## src/rtl/pd_lock_pkg.sv

```systemverilog
package pd_lock_pkg;

    // Window source selection
    typedef enum logic {
        WSRC_REG    = 1'b0,
        WSRC_PRESET = 1'b1
    } win_src_e;

    // Preset window sizes in delay units
    localparam int NARROW_UNITS = 2;
    localparam int WIDE_UNITS   = 6;

    // Control-byte bit that chooses the wide preset
    localparam int MODE_BIT = 2;

endpackage

```

## src/rtl/pd_pulse_meter.sv

```systemverilog
module pd_pulse_meter #(
    parameter int CNT_W = 8
) (
    input  logic             clk,
    input  logic             rst_n,
    input  logic             pulse_i,
    input  logic             clr_i,
    output logic [CNT_W-1:0] cnt_o
);

    localparam logic [CNT_W-1:0] CNT_MAX = {CNT_W{1'b1}};

    typedef struct packed {
        logic [CNT_W-1:0] cnt;
    } meter_t;

    meter_t st_d, st_q;

    always_comb begin
        st_d = st_q;
        if (clr_i) begin
            st_d.cnt = '0;
        end else if (pulse_i && (st_q.cnt != CNT_MAX)) begin
            st_d.cnt = st_q.cnt + 1'b1;
        end
    end

    always_ff @(posedge clk) begin
        if (!rst_n) begin
            st_q <= '0;
        end else begin
            st_q <= st_d;
        end
    end

    assign cnt_o = st_q.cnt;

    AST_CNT_SAT: assert property (@(posedge clk) disable iff (!rst_n)
        (st_q.cnt == CNT_MAX && !clr_i) |=> (st_q.cnt == CNT_MAX));

    AST_CNT_CLR: assert property (@(posedge clk) disable iff (!rst_n)
        clr_i |=> (st_q.cnt == '0));

endmodule

```

## src/rtl/pd_window_sel.sv

```systemverilog
module pd_window_sel
    import pd_lock_pkg::*;
#(
    parameter int CNT_W = 8,
    parameter int UNIT  = 4
) (
    input  logic             clk,
    input  logic             rst_n,
    input  logic [CNT_W-1:0] win_cfg_i,
    input  logic             use_preset_i,
    input  logic [7:0]       ctl_byte_i,
    output logic [CNT_W-1:0] win_o,
    output logic             chg_o
);

    localparam logic [CNT_W-1:0] WIN_NARROW = CNT_W'(NARROW_UNITS * UNIT);
    localparam logic [CNT_W-1:0] WIN_WIDE   = CNT_W'(WIDE_UNITS * UNIT);

    typedef struct packed {
        logic [CNT_W-1:0] win_prev;
    } wsel_t;

    wsel_t            st_d, st_q;
    logic [CNT_W-1:0] win_eff;
    win_src_e         src;

    always_comb begin
        src = win_src_e'(use_preset_i);
        if (src == WSRC_PRESET) begin
            win_eff = ctl_byte_i[MODE_BIT] ? WIN_WIDE : WIN_NARROW;
        end else begin
            win_eff = win_cfg_i;
        end
        st_d          = st_q;
        st_d.win_prev = win_eff;
    end

    always_ff @(posedge clk) begin
        if (!rst_n) begin
            st_q <= '0;
        end else begin
            st_q <= st_d;
        end
    end

    assign win_o = win_eff;
    assign chg_o = (win_eff != st_q.win_prev);

    AST_PRESET_PAIR: assert property (@(posedge clk) disable iff (!rst_n)
        use_preset_i |-> (win_o == WIN_NARROW || win_o == WIN_WIDE));

endmodule

```

## src/rtl/pd_lock_run.sv

```systemverilog
module pd_lock_run #(
    parameter int CNT_W   = 8,
    parameter int RUN_LEN = 3
) (
    input  logic             clk,
    input  logic             rst_n,
    input  logic             strobe_i,
    input  logic [CNT_W-1:0] width_i,
    input  logic [CNT_W-1:0] win_i,
    input  logic             chg_i,
    output logic             lock_o
);

    localparam int            RUN_W   = $clog2(RUN_LEN + 1);
    localparam logic [RUN_W-1:0] RUN_MAX = RUN_W'(RUN_LEN);

    typedef struct packed {
        logic [RUN_W-1:0] in_run;
        logic [RUN_W-1:0] out_run;
        logic             lock;
    } run_t;

    run_t st_d, st_q;
    logic in_win;

    // Zero width satisfies width <= window for every window, including 0
    assign in_win = (width_i <= win_i);

    always_comb begin
        st_d = st_q;
        if (chg_i) begin
            st_d.in_run  = '0;
            st_d.out_run = '0;
        end else if (strobe_i) begin
            if (in_win) begin
                st_d.out_run = '0;
                if (st_q.in_run != RUN_MAX) begin
                    st_d.in_run = st_q.in_run + 1'b1;
                end
                if (st_q.in_run >= RUN_MAX - 1'b1) begin
                    st_d.lock = 1'b1;
                end
            end else begin
                st_d.in_run = '0;
                if (st_q.out_run != RUN_MAX) begin
                    st_d.out_run = st_q.out_run + 1'b1;
                end
                if (st_q.out_run >= RUN_MAX - 1'b1) begin
                    st_d.lock = 1'b0;
                end
            end
        end
    end

    always_ff @(posedge clk) begin
        if (!rst_n) begin
            st_q <= '0;
        end else begin
            st_q <= st_d;
        end
    end

    assign lock_o = st_q.lock;

    AST_LOCK_SET: assert property (@(posedge clk) disable iff (!rst_n)
        $rose(st_q.lock) |-> $past(strobe_i && in_win && !chg_i));

    AST_LOCK_CLR: assert property (@(posedge clk) disable iff (!rst_n)
        $fell(st_q.lock) |-> $past(strobe_i && !in_win && !chg_i));

    AST_LOCK_HOLD: assert property (@(posedge clk) disable iff (!rst_n)
        !(strobe_i && !chg_i) |=> $stable(st_q.lock));

    AST_RUN_BOUND: assert property (@(posedge clk) disable iff (!rst_n)
        (st_q.in_run <= RUN_MAX) && (st_q.out_run <= RUN_MAX));

    AST_RUN_EXCL: assert property (@(posedge clk) disable iff (!rst_n)
        (st_q.in_run == '0) || (st_q.out_run == '0));

    AST_WIN_CLR: assert property (@(posedge clk) disable iff (!rst_n)
        chg_i |=> (st_q.in_run == '0 && st_q.out_run == '0 && $stable(st_q.lock)));

endmodule

```

## src/rtl/pd_lock_detect.sv

```systemverilog
module pd_lock_detect #(
    parameter int CNT_W   = 8,
    parameter int UNIT    = 4,
    parameter int RUN_LEN = 3
) (
    input  logic             clk,
    input  logic             rst_n,
    input  logic             up_i,
    input  logic             dn_i,
    input  logic             cyc_strobe_i,
    input  logic [CNT_W-1:0] win_cfg_i,
    input  logic             use_preset_i,
    input  logic [7:0]       ctl_byte_i,
    output logic             lock_o
);

    localparam int N_LINES = 2;

    logic [N_LINES-1:0] lines;
    logic [CNT_W-1:0]   line_cnt [N_LINES];
    logic [CNT_W-1:0]   width;
    logic [CNT_W-1:0]   win;
    logic               win_chg;

    assign lines = {dn_i, up_i};

    for (genvar g = 0; g < N_LINES; g++) begin : g_meter
        pd_pulse_meter #(
            .CNT_W (CNT_W)
        ) i_meter (
            .clk     (clk),
            .rst_n   (rst_n),
            .pulse_i (lines[g]),
            .clr_i   (cyc_strobe_i),
            .cnt_o   (line_cnt[g])
        );
    end

    assign width = (line_cnt[0] > line_cnt[1]) ? line_cnt[0] : line_cnt[1];

    pd_window_sel #(
        .CNT_W (CNT_W),
        .UNIT  (UNIT)
    ) i_wsel (
        .clk          (clk),
        .rst_n        (rst_n),
        .win_cfg_i    (win_cfg_i),
        .use_preset_i (use_preset_i),
        .ctl_byte_i   (ctl_byte_i),
        .win_o        (win),
        .chg_o        (win_chg)
    );

    pd_lock_run #(
        .CNT_W   (CNT_W),
        .RUN_LEN (RUN_LEN)
    ) i_run (
        .clk      (clk),
        .rst_n    (rst_n),
        .strobe_i (cyc_strobe_i),
        .width_i  (width),
        .win_i    (win),
        .chg_i    (win_chg),
        .lock_o   (lock_o)
    );

    AST_RESET_LOCK: assert property (@(posedge clk)
        !rst_n |=> !lock_o);

endmodule

```

## config.mk

```make
export PLATFORM = sky130hd
export DESIGN_NAME = pd_lock_detect
export DESIGN_NICKNAME = d
export VERILOG_FILES = /design/src/rtl/pd_lock_pkg.sv /design/src/rtl/pd_pulse_meter.sv /design/src/rtl/pd_window_sel.sv /design/src/rtl/pd_lock_run.sv /design/src/rtl/pd_lock_detect.sv
export SDC_FILE = /design/constraint.sdc
export NUM_CORES = 1
export LEC_CHECK = 0
export BUFFER_PORTS_ARGS = -buffer_cell sky130_fd_sc_hd__buf_2
export CORE_MARGIN = 5
export CORE_UTILIZATION = 45
export DETAILED_ROUTE_END_ITERATION = 8
export PLACE_DENSITY = 0.75
export SETUP_SLACK_MARGIN = 0.02
export SLEW_MARGIN = 20
export SYNTH_ARGS = -nofsm -noshare
export SYNTH_HDL_FRONTEND = slang
export SYNTH_HIERARCHICAL = 1
export SYNTH_SLANG_ARGS = --single-unit
```

## constraint.sdc

```tcl
create_clock -name clk -period 2.8 [get_ports clk]
set_input_delay 0.14 -clock clk [delete_from_list [all_inputs] [get_ports clk]]
set_output_delay 0.14 -clock clk [all_outputs]
set_load 0.03 [all_outputs]
```

==> summary.md <==
| Metric | Value |
|---|---|
| Slew @ Worst Pin | `0.504 ns` |
| MaxCap Viol Count | `0` |
| Pre-antenna DRT Iters | `6` |
| Total power divided by cell area | `329 mW/mm^2` |
| CP max FO | `5` |
| Die area | `0.00623 sq mm` |
| Nets | `335` |
| Starting DRT DRC Count | `120` |
| # DRC | `0` |
| Die H | `slightly below 80 um` |
| Period utilisation layout | `1.07` |
| Arr. time, crit path | `3.20 ns` |
| Worst setup margin | `-0.187 ns` |
| Final Total Pwr | `0.907 mW` |
| Initial Util | `0.459` |
| Clock H-tree levels | `2` |
| Seq cells post-synth | `29` |
| Area grow syn2layout | `28.8%` |
| Fin cells | `roughly 350` |
| RD Place Congestion | `0.820` |
| Prevailing post-synth register cell | `dfxtp_1` |
| Final Setup Violations | `5` |
| Gr ovfl total | `0` |
| Core box area | `0.00466 sq mm` |
| Hold-fix buffers at CTS | `0` |
| Pin count of the biggest net entering global routing | `17` |
| Clock tree root driver cell | `clkbuf_8` |
| RSZ-0062 raised after global routing | `true` |
| Slew headroom | `0.663` |
| CP Capture Type | `flop` |
| Placed cells | `333` |
| Post-synth net total | `~290` |
| Clock Skew | `roughly 0.0053 ns` |
| Multi-input logic area | `0.00169 sq mm` |
| Post-Place Cell Area | `around 0.0024 sq mm` |
| Yosys warns | `6` |
| Worst skew pair latency | `0.29 ns` |
| Post-synth EDFFs | `0` |
| Hpwl dp | `about 3600 um` |
| I/O pins | `23` |
| CTS tree | `yes` |
| Worst hold slack | `0.107 ns` |
| Mean Syn Cell Area | `8.66 sq um` |
| CTS Sinks | `29` |
| Antenna-violating nets left | `0` |
| FMAX | `335 MHz` |
| Buffers on Ports | `15` |
| Clock Path Buffers | `2` |
| Storage cell area | `589 sq um` |
| Largest cells by area after synthesis | `dfxtp_1, ha_1, mux2_2, a21oi_1, nor2b_1` |
| Peak supply drop | `roughly 0.00026 V` |
| Vias per cell | `5.60` |
| CP Launch Type | `flop` |
| Top cell type's share of synthesized area | `0.271` |
| Reg2reg start | `g_meter[1].i_meter/cnt_o[1]` |
| Clock buffer count from CTS | `5` |
| Die Wd | `79.0 um` |
| Gr usage total | `0.173` |
| # rows | `25` |
| Worst Setup SP | `g_meter[1].i_meter/cnt_o[1]` |
| Worst slack at placement | `-0.180 ns` |
| Mapped Area | `0.00214 sq mm` |
| Final core occ | `0.591` |
| Global-route wire length before repair | `8510 um` |
| Critical path class | `reg -> reg` |
| Initial antenna violation count | `0` |
| Post-DR wirelength/cell | `14.8 um` |
| Hold path startpoint | `win_cfg_i[1]` |
| Total Wirelength | `5110 um` |
| Ys async rst share | `0` |
| Most common cell in the netlist | `dfxtp_1` |
| Lkg Pwr | `1.11 nW` |
| Failing checks | `negative setup slack` |
| Outcome | `finished, violations left` |
| CP required | `3.01 ns` |
| Clock transition at path regs | `~0.06 ns` |
| Layout cell share with drive strength beyond 1 | `0.332` |
| # diodes | `0` |
| Fin crit period | `2.99 ns` |
| HP Class | `in -> reg` |
| Cells after synthesis | `247` |
| Top cells by instance count after synthesis | `dfxtp_1, ha_1, inv_1` |
| Design Area, Final | `0.00276 sq mm` |
| Hold Vio Cnt, Final | `0` |
| Via count | `around 1.9k` |
| Yosys top cell by area | `dfxtp_1` |
| Number of global-route vias before repair | `1902` |
| Distinct cell type count after synthesis | `46` |
| Max Slew Vio Count | `0` |
| Sum Neg Setup Slack | `-0.668 ns` |
| Filler cells | `399` |
| Sequential area share after synthesis | `0.271` |
cell type report:
cell class	instances	area share
repair buffers	38	0.0926
clock buffers	8	0.0291
well taps	54	0.0245
flip-flops and latches	29	0.214
multi-input cells	197	0.613
inverters	20	0.0272
registers in the layout (all words and copies together), names as in the netlist:
name,cells
i_run/st_q,4
i_run/lock_o,1
g_meter.i_meter/cnt_o,16
i_wsel/st_q,8
repair_timing:
item                                    4_1_cts  5_1_grt
pin swaps                                    17       10
setup buffers                                 6        0
endpoints found under the setup margin        5        5
gates resized for setup                      33        6
cell usage in the layout (no fill, tap or decap), types with 3 or more instances in the layout:
cell	synthesis	routed
ha_1	22	11
nand2_1	14	14
nand4_1	6	6
and2b_1	3	3
ha_4	0	11
inv_1	20	15
nor2b_1	13	11
dfxtp_1	29	22
xnor2_1	4	4
o21ai_0	11	9
dfxtp_2	0	7
and4_1	8	8
clkbuf_8	0	5
mux2i_1	6	6
nor3_1	4	4
o211ai_1	3	3
inv_2	0	5
nand3_1	5	5
and2_1	9	9
a21oi_2	2	4
mux2_2	9	6
mux2_4	0	3
a21oi_1	18	15
buf_4	0	21
clkbuf_1	0	3
nand2b_1	11	11
nor2_1	9	9
buf_2	1	15
a31oi_1	7	7
o21ai_1	1	3
report_power, final:
group          internal [mW]  switching [mW]
Clock                  0.176           0.159
Sequential             0.420         0.00549
Combinational         0.0744          0.0717
Total                  0.671           0.236
final timing paths:
path,endpoint,slack (ns),cells after the start
hold / removal,i_wsel/st_q[1],0.11,2
hold reg to reg,i_run/st_q[3],0.52,2
setup reg to reg,i_run/st_q[2],-0.19,15
setup / recovery,i_run/st_q[2],-0.19,15
logic make-up after synthesis:
kind of cell | synth area share
and+or+nand+nor | 0.275
adders and majority gates | 0.129
buffers and inverters | 0.0374
xor gates and xnor gates | 0.0205
AOI/OAI and AO/OA | 0.192
muxes | 0.0754
DFF | 0.271
worst max-delay path: stages, from the launching register on:
cell,delay [ns]
dfxtp_2,0.34
inv_2,0.05
ha_4,0.26
nor2b_4,0.13
o211ai_2,0.10
a21oi_2,0.18
o22ai_4,0.11
buf_6,0.14
mux2_4,0.30
ha_4,0.27
nor2b_4,0.12
o211ai_1,0.14
a211oi_4,0.37
buf_4,0.18
o21ai_1,0.05
a31oi_1,0.16
routing by layer:
metal | vias up | GRT usage | routed length, um
met2 | 29 | 0.298 | 2560
met4 | 0 | 0.0773 | 121
met3 | 11 | 0.0363 | 148
met5 | - | 0 | 0
li1 | 989 | - | -
met1 | 907 | 0.208 | 2280
(Power assumes the default switching activity.)
